===== config.mk =====
export PLATFORM = sky130hd
export DESIGN_NAME = bm_ctlstat
export DESIGN_NICKNAME = d
export VERILOG_FILES = /design/src/rtl/bm_ctlstat.sv
export SDC_FILE = /design/constraint.sdc
export NUM_CORES = 1
export LEC_CHECK = 0
export ABC_AREA = 1
export BUFFER_PORTS_ARGS = -buffer_cell sky130_fd_sc_hd__buf_2
export CAP_MARGIN = 10
export CORE_ASPECT_RATIO = 1.5
export CORE_MARGIN = 4
export CORE_UTILIZATION = 35
export CTS_CLUSTER_SIZE = 12
export DETAILED_ROUTE_END_ITERATION = 12
export PLACE_DENSITY_LB_ADDON = 0.12
export SLEW_MARGIN = 30
export SYNTH_ARGS = -nofsm -noshare
export SYNTH_HDL_FRONTEND = slang
export SYNTH_SLANG_ARGS = --single-unit
export TNS_END_PERCENT = 5

===== constraint.sdc =====
create_clock -name clk -period 1.9 [get_ports clk]
set_input_delay 0.38 -clock clk [delete_from_list [all_inputs] [get_ports clk]]
set_output_delay 0.38 -clock clk [all_outputs]
set_load 0.05 [all_outputs]

===== src/rtl/bm_ctlstat.sv =====
module bm_ctlstat #(
  parameter int DEPTH = 8,
  parameter int THRESH = 4,
  parameter int TCW = 16,
  parameter int AW = 8,
  parameter logic [AW-1:0] CSR_OFFSET = 8'h3C,
  localparam int LW = $clog2(DEPTH + 1)
) (
  input  logic           clk,
  input  logic           rst_n,
  input  logic           reg_wr,
  input  logic [AW-1:0]  reg_addr,
  input  logic [31:0]    reg_wdata,
  output logic [31:0]    reg_rdata,
  input  logic [LW-1:0]  h2a_level,
  input  logic [LW-1:0]  a2h_level,
  input  logic [TCW-1:0] h2a_tcount,
  input  logic [TCW-1:0] a2h_tcount,
  input  logic           grant_done,
  output logic           wr_req,
  output logic           rd_req,
  output logic           mrm_en,
  output logic           addon_rst,
  output logic           h2a_flag_rst,
  output logic           a2h_flag_rst,
  output logic           mbox_flag_rst
);
  localparam logic [LW-1:0] FULL = LW'(DEPTH);
  localparam logic [LW-1:0] THR  = LW'(THRESH);

  logic wr_pri, wr_sch, wr_en, rd_pri, rd_sch, rd_en;
  logic last_rd;
  logic hit, wr_hit;
  logic [LW-1:0] h2a_space;
  logic wr_elig, rd_elig, pick_wr;
  logic [7:0] status;

  assign hit       = reg_addr == CSR_OFFSET;
  assign wr_hit    = reg_wr && hit;
  assign h2a_space = FULL - h2a_level;

  assign status = {a2h_tcount == '0, h2a_tcount == '0,
                   a2h_level == '0, a2h_level >= THR, a2h_level == FULL,
                   h2a_level == '0, h2a_space >= THR, h2a_level == FULL};

  assign reg_rdata = hit ? {7'd0, addon_rst, 8'd0, mrm_en, rd_en, rd_sch, rd_pri,
                            1'b0, wr_en, wr_sch, wr_pri, status} : 32'd0;

  assign wr_elig = wr_en && (a2h_tcount != '0) &&
                   (wr_sch ? (a2h_level >= THR) : (a2h_level != '0));
  assign rd_elig = rd_en && (h2a_tcount != '0) &&
                   (rd_sch ? (h2a_space >= THR) : (h2a_space != '0));

  assign pick_wr = wr_elig && (!rd_elig || (wr_pri && !rd_pri) ||
                               ((wr_pri == rd_pri) && last_rd));

  always_ff @(posedge clk) begin
    if (!rst_n) begin
      {wr_pri, wr_sch, wr_en, rd_pri, rd_sch, rd_en} <= '0;
      mrm_en    <= 1'b0;
      addon_rst <= 1'b0;
      {mbox_flag_rst, a2h_flag_rst, h2a_flag_rst} <= '0;
    end else begin
      {mbox_flag_rst, a2h_flag_rst, h2a_flag_rst} <= wr_hit ? reg_wdata[27:25] : 3'd0;
      if (wr_hit) begin
        {wr_en, wr_sch, wr_pri} <= reg_wdata[10:8];
        {mrm_en, rd_en, rd_sch, rd_pri} <= reg_wdata[15:12];
        addon_rst <= reg_wdata[24];
      end
    end
  end

  always_ff @(posedge clk) begin
    if (!rst_n) begin
      wr_req  <= 1'b0;
      rd_req  <= 1'b0;
      last_rd <= 1'b1;
    end else if (wr_req || rd_req) begin
      if (grant_done) begin
        wr_req <= 1'b0;
        rd_req <= 1'b0;
      end
    end else if (wr_elig || rd_elig) begin
      wr_req  <= pick_wr;
      rd_req  <= !pick_wr;
      last_rd <= !pick_wr;
    end
  end
endmodule



==> results.md, run 1 <==
* Status: finished, final reports clean
* Area delta synth->final at 50.4%
* Ys async rst share at 0
* Antenna cells at 0
* Via count at 1219
* CTS H-tree depth at 1
* Gr usage total at 0.148
* DR WL/cell at 9.64 microns
* GRT overflow at 0
* Vias per inst at 4.15
* Fin nets at 343
* Post-cts hold buffer count at 0
* Clock sinks at 14
* Site row count at 23
* Peak supply drop at 0.000411 V
* Synth area leader: dfxtp_1
* Detail Placement HPWL at 2.47 mm
* Vias in the first global route at 1122
* Seq/Total Area, Yosys at 0.279
* Clock power share at 0.381
* HP Class: in -> reg
* Postcts setup bufs at 0
* CTS Buf Count at 3
* Post-Layout Cell Count at 294
* Synth unique cells at 20
* Core area at 2710 sq um
* CTS tree: built
* Reg clk slew, reported paths at 0.05 ns
* Power Dens Cells at 498 nW/um^2
* Final wirelength at 2.84 mm
* Leak at 0.879 nW
* Share of layout cells above drive strength 1 at 0.381
* Max FO, Critical Path at 6
* Full die area at 3810 sq um
* Syn avg cell area at 5.97 sq um
* Comb power frac at 0.227
* Sequential fraction of design power at 0.392
* Initial Util at 0.371
* Post-synth EDFFs at 0
* CP peak stage delay at 0.30 ns
* Drt pass-1 iters at 4
* Clock root cell: clkbuf_8
* Synthesis Warnings at 0
* Yosys top cell area share at 0.279
* Sw frac at 0.288
* Most common cell after layout, fill and taps aside: buf_2
* IO buf count at 85
* Power Internal at 535 uW
* Fin crit share at 0.956
* Max_cap viols at 0
* CP Capture Type: output port
* Syn Inst Count at 168
* Post-CTS sizing at 0
* Clock Skew at 0.00138 ns
* Pin count of the biggest net entering global routing at 12
* Final Util at 0.558
* Final min period at 1.82 ns
* Main synth FF type: dfxtp_1
* First-pass GRT wire length at 4.45 mm
* Switch Pwr at 216 uW
* Critical Path AT at 1.44 ns
* DP Area at 1440 sq um
* Gpl congestion at 0.740
* Slowest stage cell on the critical path: nor4_4
* DP Cell Count at 290
* Post-DRT Antenna Nets at 0
* Final Setup Violations at 0
* Chip Height at 73.6 microns
* Flops & latches, synth at 14
* Leading cell types by total area after synthesis: dfxtp_1 28%, nor2_1 23%, buf_4 12%, nand2_1 9.4%, inv_1 8.2%
* Chip width at 51.7 microns
* Total power at 751 uW
* 1st-iter DRT viols at 9
* Initial antenna violation count at 0
* Final Hold Viols at 0
* RSZ-0062 raised after global routing: false
* Io pins at 123
* Leading cell types in the layout, fill and taps excluded: 79 x buf_2, 62 x nor2_1, 25 x nand2_1, 22 x inv_1, 16 x conb_1
* DRC Markers at 0
* Cell area after synthesis at 1000 sq um
* Worst setup SP type: primary input
* Max Transition Viols Final at 0
* Crit Path Category: in -> out
* CTS Buffer Depth at 2
* Crit-path cells: buf_2, nor4_4, nand2_4, buf_4, nor2_1, clkbuf_4
* Insertion delay to the later sink of the worst-skew pair at 0.24 ns
* CP required at 1.52 ns
* Maximum clock rate at 550 MHz
* Design Area, Final at 1510 sq um
-- power by group through the flow --
stage	registers, mW	logic, mW	clock network, mW
final	0.295	0.170	0.286
after global routing	0.295	0.188	0.306
after CTS	0.295	0.170	0.295
after detailed placement	0.301	0.170	0
after global placement	0.301	0.168	0
after floorplan	0.302	0.124	0
-- synthesized netlist by cell type, types with 4 or more instances --
library cell	count
nand2_1	25
a21oi_1	4
nor2_1	62
inv_1	22
buf_4	16
o21ai_0	4
dfxtp_1	14
nand3_1	5
o21ai_1	5
-- worst max-delay path: cells and delay by family --
family	cells	cell delay, ns
buf+inv	3	0.53
simple gates	3	0.53
-- worst paths after layout --
kind,startpoint,endpoint,slack [ns],cells after the start
max,reg_addr[7],reg_rdata[6],0.08,6
min,reg_wdata[26],a2h_flag_rst$_SDFF_PN0_,0.35,3
max reg2reg,rd_pri$_SDFFE_PN0P_,rd_req$_SDFFE_PN0P_,0.64,7
min reg2reg,last_rd$_SDFFE_PN1P_,last_rd$_SDFFE_PN1P_,0.47,2
-- metrics by stage --
stage / hold slack [ns] / TNS, ns / setup WS (ns)
2_1_floorplan: 0.442 / -1.48 / -0.129
3_3_place_gp: 0.462 / 0 / 0.0624
3_5_place_dp: 0.465 / 0 / 0.0339
4_1_cts: 0.340 / 0 / 0.0325
5_1_grt: 0.366 / 0 / 0.00165
6_report: 0.347 / 0 / 0.0833
-- layer usage --
layer / vias up / part of all wire / GRT usage
li1: 648 / - / -
met1: 505 / 0.35 / 0.157
met2: 64 / 0.51 / 0.279
met3: 2 / 0.13 / 0.0345
met4: 0 / 0.0095 / 0.0525
met5: - / 0 / 0
-- kinds of logic after synthesis --
kind of cell	share of synthesized area
flip-flops	0.279
AND/OR/NAND/NOR	0.421
AO/OA/AOI/OAI	0.0648
buffers and inverters	0.218
other	0.00374
adder cells (fa/ha/maj)	0.0125
-- final cells by class --
class / count / area, sq um
fillers: 304 / 1200
inverters: 23 / 88.8
clock buffers: 4 / 55.1
flip-flops and latches: 14 / 280
repair buffers: 88 / 463
well taps: 37 / 46.3
multi-input cells: 128 / 576
Power figures use the tool's default switching activity.
==> run 2: changes to the inputs <==
--- a/config.mk
+++ b/config.mk
@@ -8,11 +8,12 @@
 export ABC_AREA = 1
 export BUFFER_PORTS_ARGS = -buffer_cell sky130_fd_sc_hd__buf_2
 export CAP_MARGIN = 10
-export CORE_ASPECT_RATIO = 1.5
 export CORE_MARGIN = 4
-export CORE_UTILIZATION = 35
+export CORE_UTILIZATION = 36
+export CTS_BUF_LIST = sky130_fd_sc_hd__clkbuf_8
 export CTS_CLUSTER_SIZE = 12
 export DETAILED_ROUTE_END_ITERATION = 12
+export GPL_ROUTABILITY_DRIVEN = 0
 export PLACE_DENSITY_LB_ADDON = 0.12
 export SLEW_MARGIN = 30
 export SYNTH_ARGS = -nofsm -noshare
==> results.md, run 2 (synthesis results as in run 1) <==
* Fin nets at 343
* Max Transition Viols Final at 0
* Via count at 1173
* Setup slack at placement at 0.0652 ns
* Worst setup SP type: primary input
* Final wirelength at 2.64 mm
* Final min period at 1.81 ns
* Final hold slack at 0.353 ns
* CTS Buffer Depth at 2
* 1st-iter DRT viols at 31
* Chip width at 60.8 microns
* Leak at 0.882 nW
* RSZ-0062 raised after global routing: false
* Detail Placement HPWL at 2.31 mm
* Max FO, Critical Path at 6
* CTS Buf Count at 3
* Pin count of the biggest net entering global routing at 12
* Crit Path Category: in -> out
* Reg clk slew, reported paths at 0.05 ns
* Site row count at 18
* HP Class: in -> reg
* Io pins at 123
* Clock sinks at 14
* Vias per inst at 4.09
* Worst setup margin at 0.0904 ns
* Most common cell after layout, fill and taps aside: buf_2
* Hold Crit Depth at 3
* Drt pass-1 iters at 2
* CTS tree: built
* Initial Util at 0.391
* Leading cell types in the layout, fill and taps excluded: 84 x buf_2, 62 x nor2_1, 25 x nand2_1, 22 x inv_1, 16 x conb_1
* Power Dens Cells at 501 nW/um^2
* CP required at 1.52 ns
* Maximum clock rate at 553 MHz
* Max_cap viols at 0
* IO buf count at 85
* Final Hold Viols at 0
* Chip Height at 60.8 microns
* Post-CTS sizing at 0
* Peak supply drop at 0.000509 V
* DRC Markers at 0
* Antenna cells at 0
* Vias in the first global route at 983
* Share of layout cells above drive strength 1 at 0.381
* CP Capture Type: output port
* Gr usage total at 0.133
* Clock root cell: clkbuf_8
* Initial antenna violation count at 0
* Post-DRT Antenna Nets at 0
* CTS H-tree depth at 1
* Core area at 2570 sq um
* Number of fill cells at 280
* First-pass GRT wire length at 3.83 mm
* Area delta synth->final at 48.3%
* Fin crit share at 0.952
* Critical Path AT at 1.43 ns
* GRT overflow at 0
* Status: finished, final reports clean
* DR WL/cell at 9.20 microns
* FF-to-FF path depth at 7
* Full die area at 3700 sq um
* Clock Skew at 0.00355 ns
* Postcts setup bufs at 0
* Final Setup Violations at 0
* Post-cts hold buffer count at 0
* Insertion delay to the later sink of the worst-skew pair at 0.24 ns
-- run 2: cell types whose count changed in the layout (fill, tap and decap cells not counted) --
cell	before	now
buf_2	79	84
clkbuf_4	6	1
-- run 2: power by group --
group | switching (mW) | leakage, nW | internal [mW]
combinational | 0.113 | 0.741 | 0.0567
clock | 0.0982 | 0.0288 | 0.183
sequential | 0.000366 | 0.113 | 0.294
total | 0.211 | 0.882 | 0.534
-- run 2: through the flow --
| step | instance area (sq um) | instances | setup TNS, ns | power (mW) | util |
|---|---|---|---|---|---|
| 4_1_cts | 1490 | 287 | 0 | 0.749 | 0.578 |
| 3_3_place_gp | 1430 | 283 | 0 | 0.468 | 0.557 |
| 3_5_place_dp | 1430 | 283 | 0 | 0.470 | 0.557 |
| 6_report | 1490 | 287 | 0 | 0.745 | 0.579 |
| 5_1_grt | 1490 | 287 | 0 | 0.778 | 0.579 |
| 2_1_floorplan | 1070 | 183 | -1.48 | 0.426 | - |
-- run 2: final timing paths --
check,to,slack (ns),start
setup reg to reg,rd_req$_SDFFE_PN0P_,0.65,rd_pri$_SDFFE_PN0P_
hold / removal,h2a_flag_rst$_SDFF_PN0_,0.35,reg_wdata[25]
hold reg to reg,wr_req$_SDFFE_PN0P_,0.48,wr_req$_SDFFE_PN0P_
setup / recovery,reg_rdata[8],0.09,reg_addr[7]
-- run 2: area by class of cell --
type / instances / area, sq um / area share
clock buffer: 4 / 55.1 / 0.0370
inverter: 23 / 88.8 / 0.0597
multi-input combinational: 128 / 576 / 0.387
sequential: 14 / 280 / 0.188
tap: 30 / 37.5 / 0.0252
timing repair buffer: 88 / 450 / 0.303
-- run 2: routing by layer --
metal | vias to the layer above | GRT usage | routed length (microns)
met4 | 0 | 0.0372 | 6
met3 | 2 | 0.0213 | 403
met5 | - | 0 | 0
met2 | 60 | 0.232 | 1210
met1 | 462 | 0.168 | 1020
li1 | 649 | - | -
-- run 2: worst max-delay path, cell delays in order --
cell	delay (ns)
buf_2	0.11
nor4_4	0.30
nand2_4	0.11
buf_4	0.17
nor2_1	0.09
buf_2	0.27
